File: config.mk
export PLATFORM = sky130hd
export DESIGN_NAME = omega_fabric
export DESIGN_NICKNAME = d
export VERILOG_FILES = /design/src/rtl/fab_pkg.sv /design/src/rtl/fab_elem.sv /design/src/rtl/fab_stage.sv /design/src/rtl/omega_fabric.sv
export SDC_FILE = /design/constraint.sdc
export NUM_CORES = 1
export LEC_CHECK = 0
export ABC_AREA = 1
export BUFFER_PORTS_ARGS = -buffer_cell sky130_fd_sc_hd__buf_4
export CORE_MARGIN = 2
export CORE_UTILIZATION = 45
export DETAILED_ROUTE_END_ITERATION = 7
export PLACE_DENSITY = 0.67
export SLEW_MARGIN = 15
export SYNTH_ARGS = -nofsm -noshare
export SYNTH_HDL_FRONTEND = slang
export SYNTH_SLANG_ARGS = --single-unit
export TNS_END_PERCENT = 30
File: constraint.sdc
create_clock -name clk -period 13.3 [get_ports clk]
set_input_delay 1.995 -clock clk [delete_from_list [all_inputs] [get_ports clk]]
set_output_delay 1.995 -clock clk [all_outputs]
set_load 0.01 [all_outputs]
File: src/rtl/fab_pkg.sv
package fab_pkg;

    // Default fabric dimensions
    localparam int unsigned FAB_PORTS_DEF = 8;
    localparam int unsigned FAB_PAY_DEF   = 8;
    localparam int unsigned FAB_CNT_DEF   = 16;

    // Element output choice taken from one tag bit
    typedef enum logic {
        ROUTE_UPPER = 1'b0,
        ROUTE_LOWER = 1'b1
    } route_e;

    // Perfect shuffle: shuffled link k is fed by the previous column's
    // link whose index is k rotated right by one bit (w bits wide).
    function automatic int unsigned shuffle_src(int unsigned k, int unsigned w);
        return (k >> 1) | ((k & 1) << (w - 1));
    endfunction

endpackage

File: src/rtl/fab_elem.sv
module fab_elem #(
    parameter int unsigned AW  = 3,
    parameter int unsigned PW  = 8,
    parameter int unsigned STG = 0
) (
    input  logic [2*AW+PW:0] in_hi,
    input  logic [2*AW+PW:0] in_lo,
    output logic [2*AW+PW:0] out_hi,
    output logic [2*AW+PW:0] out_lo,
    output logic             drop
);
    import fab_pkg::*;

    typedef struct packed {
        logic          vld;
        logic [AW-1:0] tag;
        logic [AW-1:0] dest;
        logic [PW-1:0] pay;
    } cell_t;

    cell_t  a_c, b_c, oh_c, ol_c;
    route_e a_dir, b_dir;

    assign a_c   = in_hi;
    assign b_c   = in_lo;
    assign a_dir = route_e'(a_c.tag[STG]);
    assign b_dir = route_e'(b_c.tag[STG]);

    always_comb begin
        oh_c = '0;
        ol_c = '0;
        drop = 1'b0;
        if (a_c.vld) begin
            if (a_dir == ROUTE_LOWER) ol_c = a_c;
            else                      oh_c = a_c;
        end
        if (b_c.vld) begin
            if (a_c.vld && (a_dir == b_dir)) drop = 1'b1;   // upper input wins
            else if (b_dir == ROUTE_LOWER)   ol_c = b_c;
            else                             oh_c = b_c;
        end
    end

    assign out_hi = oh_c;
    assign out_lo = ol_c;

endmodule

File: src/rtl/fab_stage.sv
module fab_stage #(
    parameter int unsigned N   = 8,
    parameter int unsigned AW  = 3,
    parameter int unsigned PW  = 8,
    parameter int unsigned STG = 0,
    parameter int unsigned DW  = 3
) (
    input  logic                        clk,
    input  logic                        rst,
    input  logic [N-1:0][2*AW+PW:0]     in_cells,
    output logic [N-1:0][2*AW+PW:0]     out_cells,
    output logic [DW-1:0]               drop_num
);
    localparam int unsigned HALF = N / 2;

    logic [N-1:0][2*AW+PW:0] shuf;
    logic [N-1:0][2*AW+PW:0] nxt;
    logic [HALF-1:0]         drop_v;

    for (genvar k = 0; k < N; k++) begin : g_shuf
        assign shuf[k] = in_cells[fab_pkg::shuffle_src(k, AW)];
    end

    for (genvar e = 0; e < HALF; e++) begin : g_elem
        fab_elem #(.AW(AW), .PW(PW), .STG(STG)) u_elem (
            .in_hi (shuf[2*e]),
            .in_lo (shuf[2*e+1]),
            .out_hi(nxt[2*e]),
            .out_lo(nxt[2*e+1]),
            .drop  (drop_v[e])
        );
    end

    assign drop_num = DW'($countones(drop_v));

    always_ff @(posedge clk) begin
        if (rst) out_cells <= '0;
        else     out_cells <= nxt;
    end

endmodule

File: src/rtl/omega_fabric.sv
module omega_fabric #(
    parameter int unsigned N     = fab_pkg::FAB_PORTS_DEF,
    parameter int unsigned PW    = fab_pkg::FAB_PAY_DEF,
    parameter int unsigned CNT_W = fab_pkg::FAB_CNT_DEF
) (
    input  logic                    clk,
    input  logic                    rst,
    input  logic [N-1:0]            in_valid,
    input  logic [N*$clog2(N)-1:0]  in_dest,
    input  logic [N*PW-1:0]         in_payload,
    output logic [N-1:0]            out_valid,
    output logic [N*$clog2(N)-1:0]  out_dest,
    output logic [N*PW-1:0]         out_payload,
    output logic [CNT_W-1:0]        drop_count
);
    localparam int unsigned AW     = $clog2(N);
    localparam int unsigned CELL_W = 1 + 2*AW + PW;
    localparam int unsigned DW     = $clog2(N/2 + 1);
    localparam int unsigned EXT_W  = CNT_W + AW + DW + 1;
    localparam logic [EXT_W-1:0] CNT_MAX = (EXT_W'(1) << CNT_W) - EXT_W'(1);

    typedef struct packed {
        logic          vld;
        logic [AW-1:0] tag;
        logic [AW-1:0] dest;
        logic [PW-1:0] pay;
    } cell_t;

    cell_t                       ing [N];
    logic [AW:0][N-1:0][CELL_W-1:0] pipe;
    logic [AW-1:0][DW-1:0]       dnum;
    logic [EXT_W-1:0]            drop_sum, cnt_next;
    logic [CNT_W-1:0]            cnt_q;

    // Ingress: build cells, routing tag is the bit-reversed destination
    always_comb begin
        for (int p = 0; p < N; p++) begin
            ing[p].vld  = in_valid[p];
            ing[p].dest = in_dest[p*AW +: AW];
            ing[p].pay  = in_payload[p*PW +: PW];
            for (int b = 0; b < AW; b++)
                ing[p].tag[b] = in_dest[p*AW + AW - 1 - b];
        end
    end

    for (genvar p = 0; p < N; p++) begin : g_ing
        assign pipe[0][p] = ing[p];
    end

    for (genvar s = 0; s < AW; s++) begin : g_stage
        fab_stage #(.N(N), .AW(AW), .PW(PW), .STG(s), .DW(DW)) u_stage (
            .clk      (clk),
            .rst      (rst),
            .in_cells (pipe[s]),
            .out_cells(pipe[s+1]),
            .drop_num (dnum[s])
        );
    end

    // Saturating drop counter
    always_comb begin
        drop_sum = '0;
        for (int s = 0; s < AW; s++)
            drop_sum = drop_sum + EXT_W'(dnum[s]);
        cnt_next = EXT_W'(cnt_q) + drop_sum;
    end

    always_ff @(posedge clk) begin
        if (rst)                    cnt_q <= '0;
        else if (cnt_next > CNT_MAX) cnt_q <= CNT_MAX[CNT_W-1:0];
        else                        cnt_q <= cnt_next[CNT_W-1:0];
    end

    assign drop_count = cnt_q;

    // Egress
    for (genvar k = 0; k < N; k++) begin : g_egr
        cell_t egr;
        assign egr                       = pipe[AW][k];
        assign out_valid[k]              = egr.vld;
        assign out_dest[k*AW +: AW]      = egr.dest;
        assign out_payload[k*PW +: PW]   = egr.pay;
    end

endmodule

==> out/metrics.yaml <==
worst_setup_path:
  critPathSlowestCell: "nor3_1"
  rr_startpoint: "g_stage[0].u_stage.out_cells[12]"
  crit_start: "in_dest[8]"
  critPathLaunchType: "input pin"
  critPathMaxStageDelay_ps: 590
  cp_cell_sequence: "buf_4, xor2_1, nor3_1, ha_1, ha_1, fa_1, fa_1, inv_1, fa_1, inv_1, ha_1, fa_1, nand3_1, nand3_1, nand2_1, xor2_1, a21oi_1"
  crit_fanout: 5
  worst-setup-path-type: "input pin to register"
  required_ps: 13710
  critPathMostFrequentCell: "fa_1"
  end_kind: "register"
  critPathArrivalTime_ps: 6390
clock_network:
  tritoncts: "built"
  numCtsBuffers: 28
  clockBufferDepth: 3
  clk_latency_ps: 540
  cts-root-buf: "clkbuf_16"
  htreeDepth: 1
  cts_resized: 0
  clk_pin_slew_ps: 60
  ctsHoldBuffers: 0
  cts_setup_buffers: 0
  cts_sinks: 272
layout:
  antenna_cells: 0
  layout.cells.non_filler: 1829
  fin_nets: 1644
  stdcell_area_um2: 13000
  final_core_util_pct: 57.6
  fill_cells: 2040
  regArea_um2: 5450
  area_growth_syn_to_layout_pct: 25.8
  multiInputGateArea_um2: 4330
  final_layout_size_suffix_gt1_share_pct: 18.4
sta:
  rsz0062_at_grt: "false"
  hold_violations: 0
  min_period_ps: 5980
  max_freq_mhz: 167
  slew_viol_final: 0
  skew_ps: 9.51
  worst_slew_pin_slew_ps: 991
  final.setup.tns_ps: 0
  period_share_pct: 45.0
  maxSlewHeadroom_pct: 33.7
  setup_viol: 0
pwr:
  p_leak_nw: 5.37
  power.sequential.fraction_pct: 47.0
  pwr-share-comb_pct: 7.4
  power.density_nw_per_um2: 140
  irDropWorstVdd_v: 0.0000864
  clkPwrFrac_pct: 45.6
  power.switching_mw: 0.425
  p_sw_share_pct: 23.3
  p_int_mw: 1.40
synth:
  syn_area_per_cell_um2: 7.78
  ys_warn_count: 0
  yosys.area.top_type_share_pct: 52.7
  synth_seq_cells: 272
  yosys.area.top_type: "dfxtp_1"
  synthCells: 1328
  yosysSeqAreaShare_pct: 52.7
  syn_area_um2: 10300
  ys_top_cells_by_area: "dfxtp_1, nand2_1, a21oi_1"
  ys_types: 33
floorplan:
  num_io_pins: 210
  die_h_um: 156
  die_area_um2: 24200
  die_w_um: 156
  core-area_um2: 22600
  row_count: 55
  start_util_pct: 45.8
placed_design:
  gp_congestion: 0.902
  dp_hpwl_mm: 22.8
  placed_area_um2: 12000
  port_buffers: 201
  dp_cells: 1777
detailed_routing:
  vias: 9300
  drt_iter0_markers: 759
  ant_nets: 0
  wirelength_mm: 30.2
  wl_per_cell_um: 16.5
  drc_errors: 0
  dr.pass1.iters: 7
  vias_per_cell: 5.08
global_route:
  track_usage_pct: 24.2
  grt_pass1_wl_mm: 45.6
  antenna_found_initial: 1
  grt.overflow.total: 0
  grt_start_max_net_pins: 104
  grt_pass1_vias: 8499
min_path:
  hold_class: "register to register"
  holdCritStartpoint: "g_stage[1].u_stage.out_cells[37]"
run:
  drv_cap: 0
status:
  outcome: "complete, no violations"
-- cell usage in the layout (no fill, tap or decap), drive strengths merged --
| master | instances |
|---|---|
| and2 | 1 |
| a21oi | 252 |
| o211ai | 7 |
| nand4 | 2 |
| inv | 82 |
| nor3 | 32 |
| nand3b | 2 |
| fa | 9 |
| conb | 12 |
| buf | 203 |
| nand2 | 506 |
| clkinv | 21 |
| clkbuf | 36 |
| dfxtp | 272 |
| o21ai | 5 |
| xor2 | 8 |
| clkinvlp | 1 |
| nand3 | 19 |
| ha | 15 |
| nor4 | 3 |
| bufinv | 5 |
| nor2 | 48 |
| xnor2 | 2 |
| o21bai | 1 |
-- metal layers --
layer	global-route usage (%)	vias to the layer above	routed length, um
met3	4.31	44	2600
met4	6.07	2	578
li1	-	4620	-
met5	0	-	13
met1	35.1	4217	13700
met2	37.5	417	13300
-- per-stage QoR --
step           worst slack (ps)  total power, mW  hold WS (ps)
4_1_cts                    7420             1.83           466
3_5_place_dp               6860             1.01           454
2_1_floorplan              7680            0.941           439
3_3_place_gp               6900             1.00           451
6_report                   7320             1.82           462
5_1_grt                    7220             1.89           478
-- registers in the layout, indices dropped and copies added (netlist names) --
name and flops:
drop_count 16, g_stage.u_stage.out_cells 256
-- worst max-delay path, delay by kind of cell --
kind | cells | cell delay (ps)
AO/OA/AOI/OAI | 1 | 70
XOR/XNOR | 2 | 300
buffers and inverters | 3 | 220
adder cells (fa/ha/maj) | 7 | 2800
AND/OR/NAND/NOR | 4 | 1000
-- cell usage after synthesis --
| library cell | instances |
|---|---|
| nand2_1 | 504 |
| dfxtp_1 | 272 |
| a21oi_1 | 248 |
| inv_1 | 76 |
| nor2_1 | 31 |
| nor3_1 | 29 |
| clkbuf_1 | 21 |
| nand3_1 | 18 |
| nor2_2 | 16 |
| ha_1 | 15 |
| buf_2 | 13 |
| buf_4 | 12 |
| clkinv_1 | 11 |
| fa_1 | 9 |
| xor2_1 | 8 |
| o211ai_1 | 7 |
| inv_2 | 6 |
| o21ai_0 | 5 |
| a21oi_2 | 4 |
| buf_1 | 3 |
| nor3_2 | 3 |
| nor4_1 | 3 |
| nand3b_1 | 2 |
| nand4_1 | 2 |
| xnor2_1 | 2 |
| and2_1 | 1 |
| buf_6 | 1 |
| conb_1 | 1 |
| nand2_2 | 1 |
| nand2_4 | 1 |
| nand3_2 | 1 |
| nor2_4 | 1 |
| o21bai_1 | 1 |
-- worst paths after layout --
path | depth (start not counted) | slack, ps | end
max | 17 | 7320 | drop_count[7]
min | 2 | 460 | g_stage[2].u_stage.out_cells[82]
max reg2reg | 19 | 8990 | drop_count[7]
min reg2reg | 2 | 460 | g_stage[2].u_stage.out_cells[82]
-- area by class of cell --
cell class / instances / area share [%]
Sequential cell: 272 / 41.9
Multi-Input combinational cell: 924 / 33.3
Timing Repair Buffer: 203 / 11.8
Clock buffer: 36 / 5.93
Tap cell: 285 / 2.74
Inverter: 93 / 2.69
Clock inverter: 16 / 1.71
-- kinds of logic (layout without fill, tap and decap cells) --
kind of cell               after synthesis  count (layout)  share of synthesized area (%)
and+or+nand+nor                        613             613                           23.8
DFF                                    272             272                           52.7
AOI/OAI and AO/OA                      265             265                           13.2
buffers and inverters                  143             348                           5.86
adders and majority gates               24              24                           3.56
xor gates and xnor gates                10              10                          0.847
other                                    1              12                         0.0363
-- power by group through the flow --
stage	logic, mW	registers, mW	clock network [mW]
3_3_place_gp	0.130	0.874	0
3_5_place_dp	0.132	0.874	0
4_1_cts	0.133	0.856	0.842
2_1_floorplan	0.0724	0.868	0
6_report	0.134	0.856	0.831
5_1_grt	0.150	0.858	0.880
Note: power is estimated with default switching activity, not from simulation.
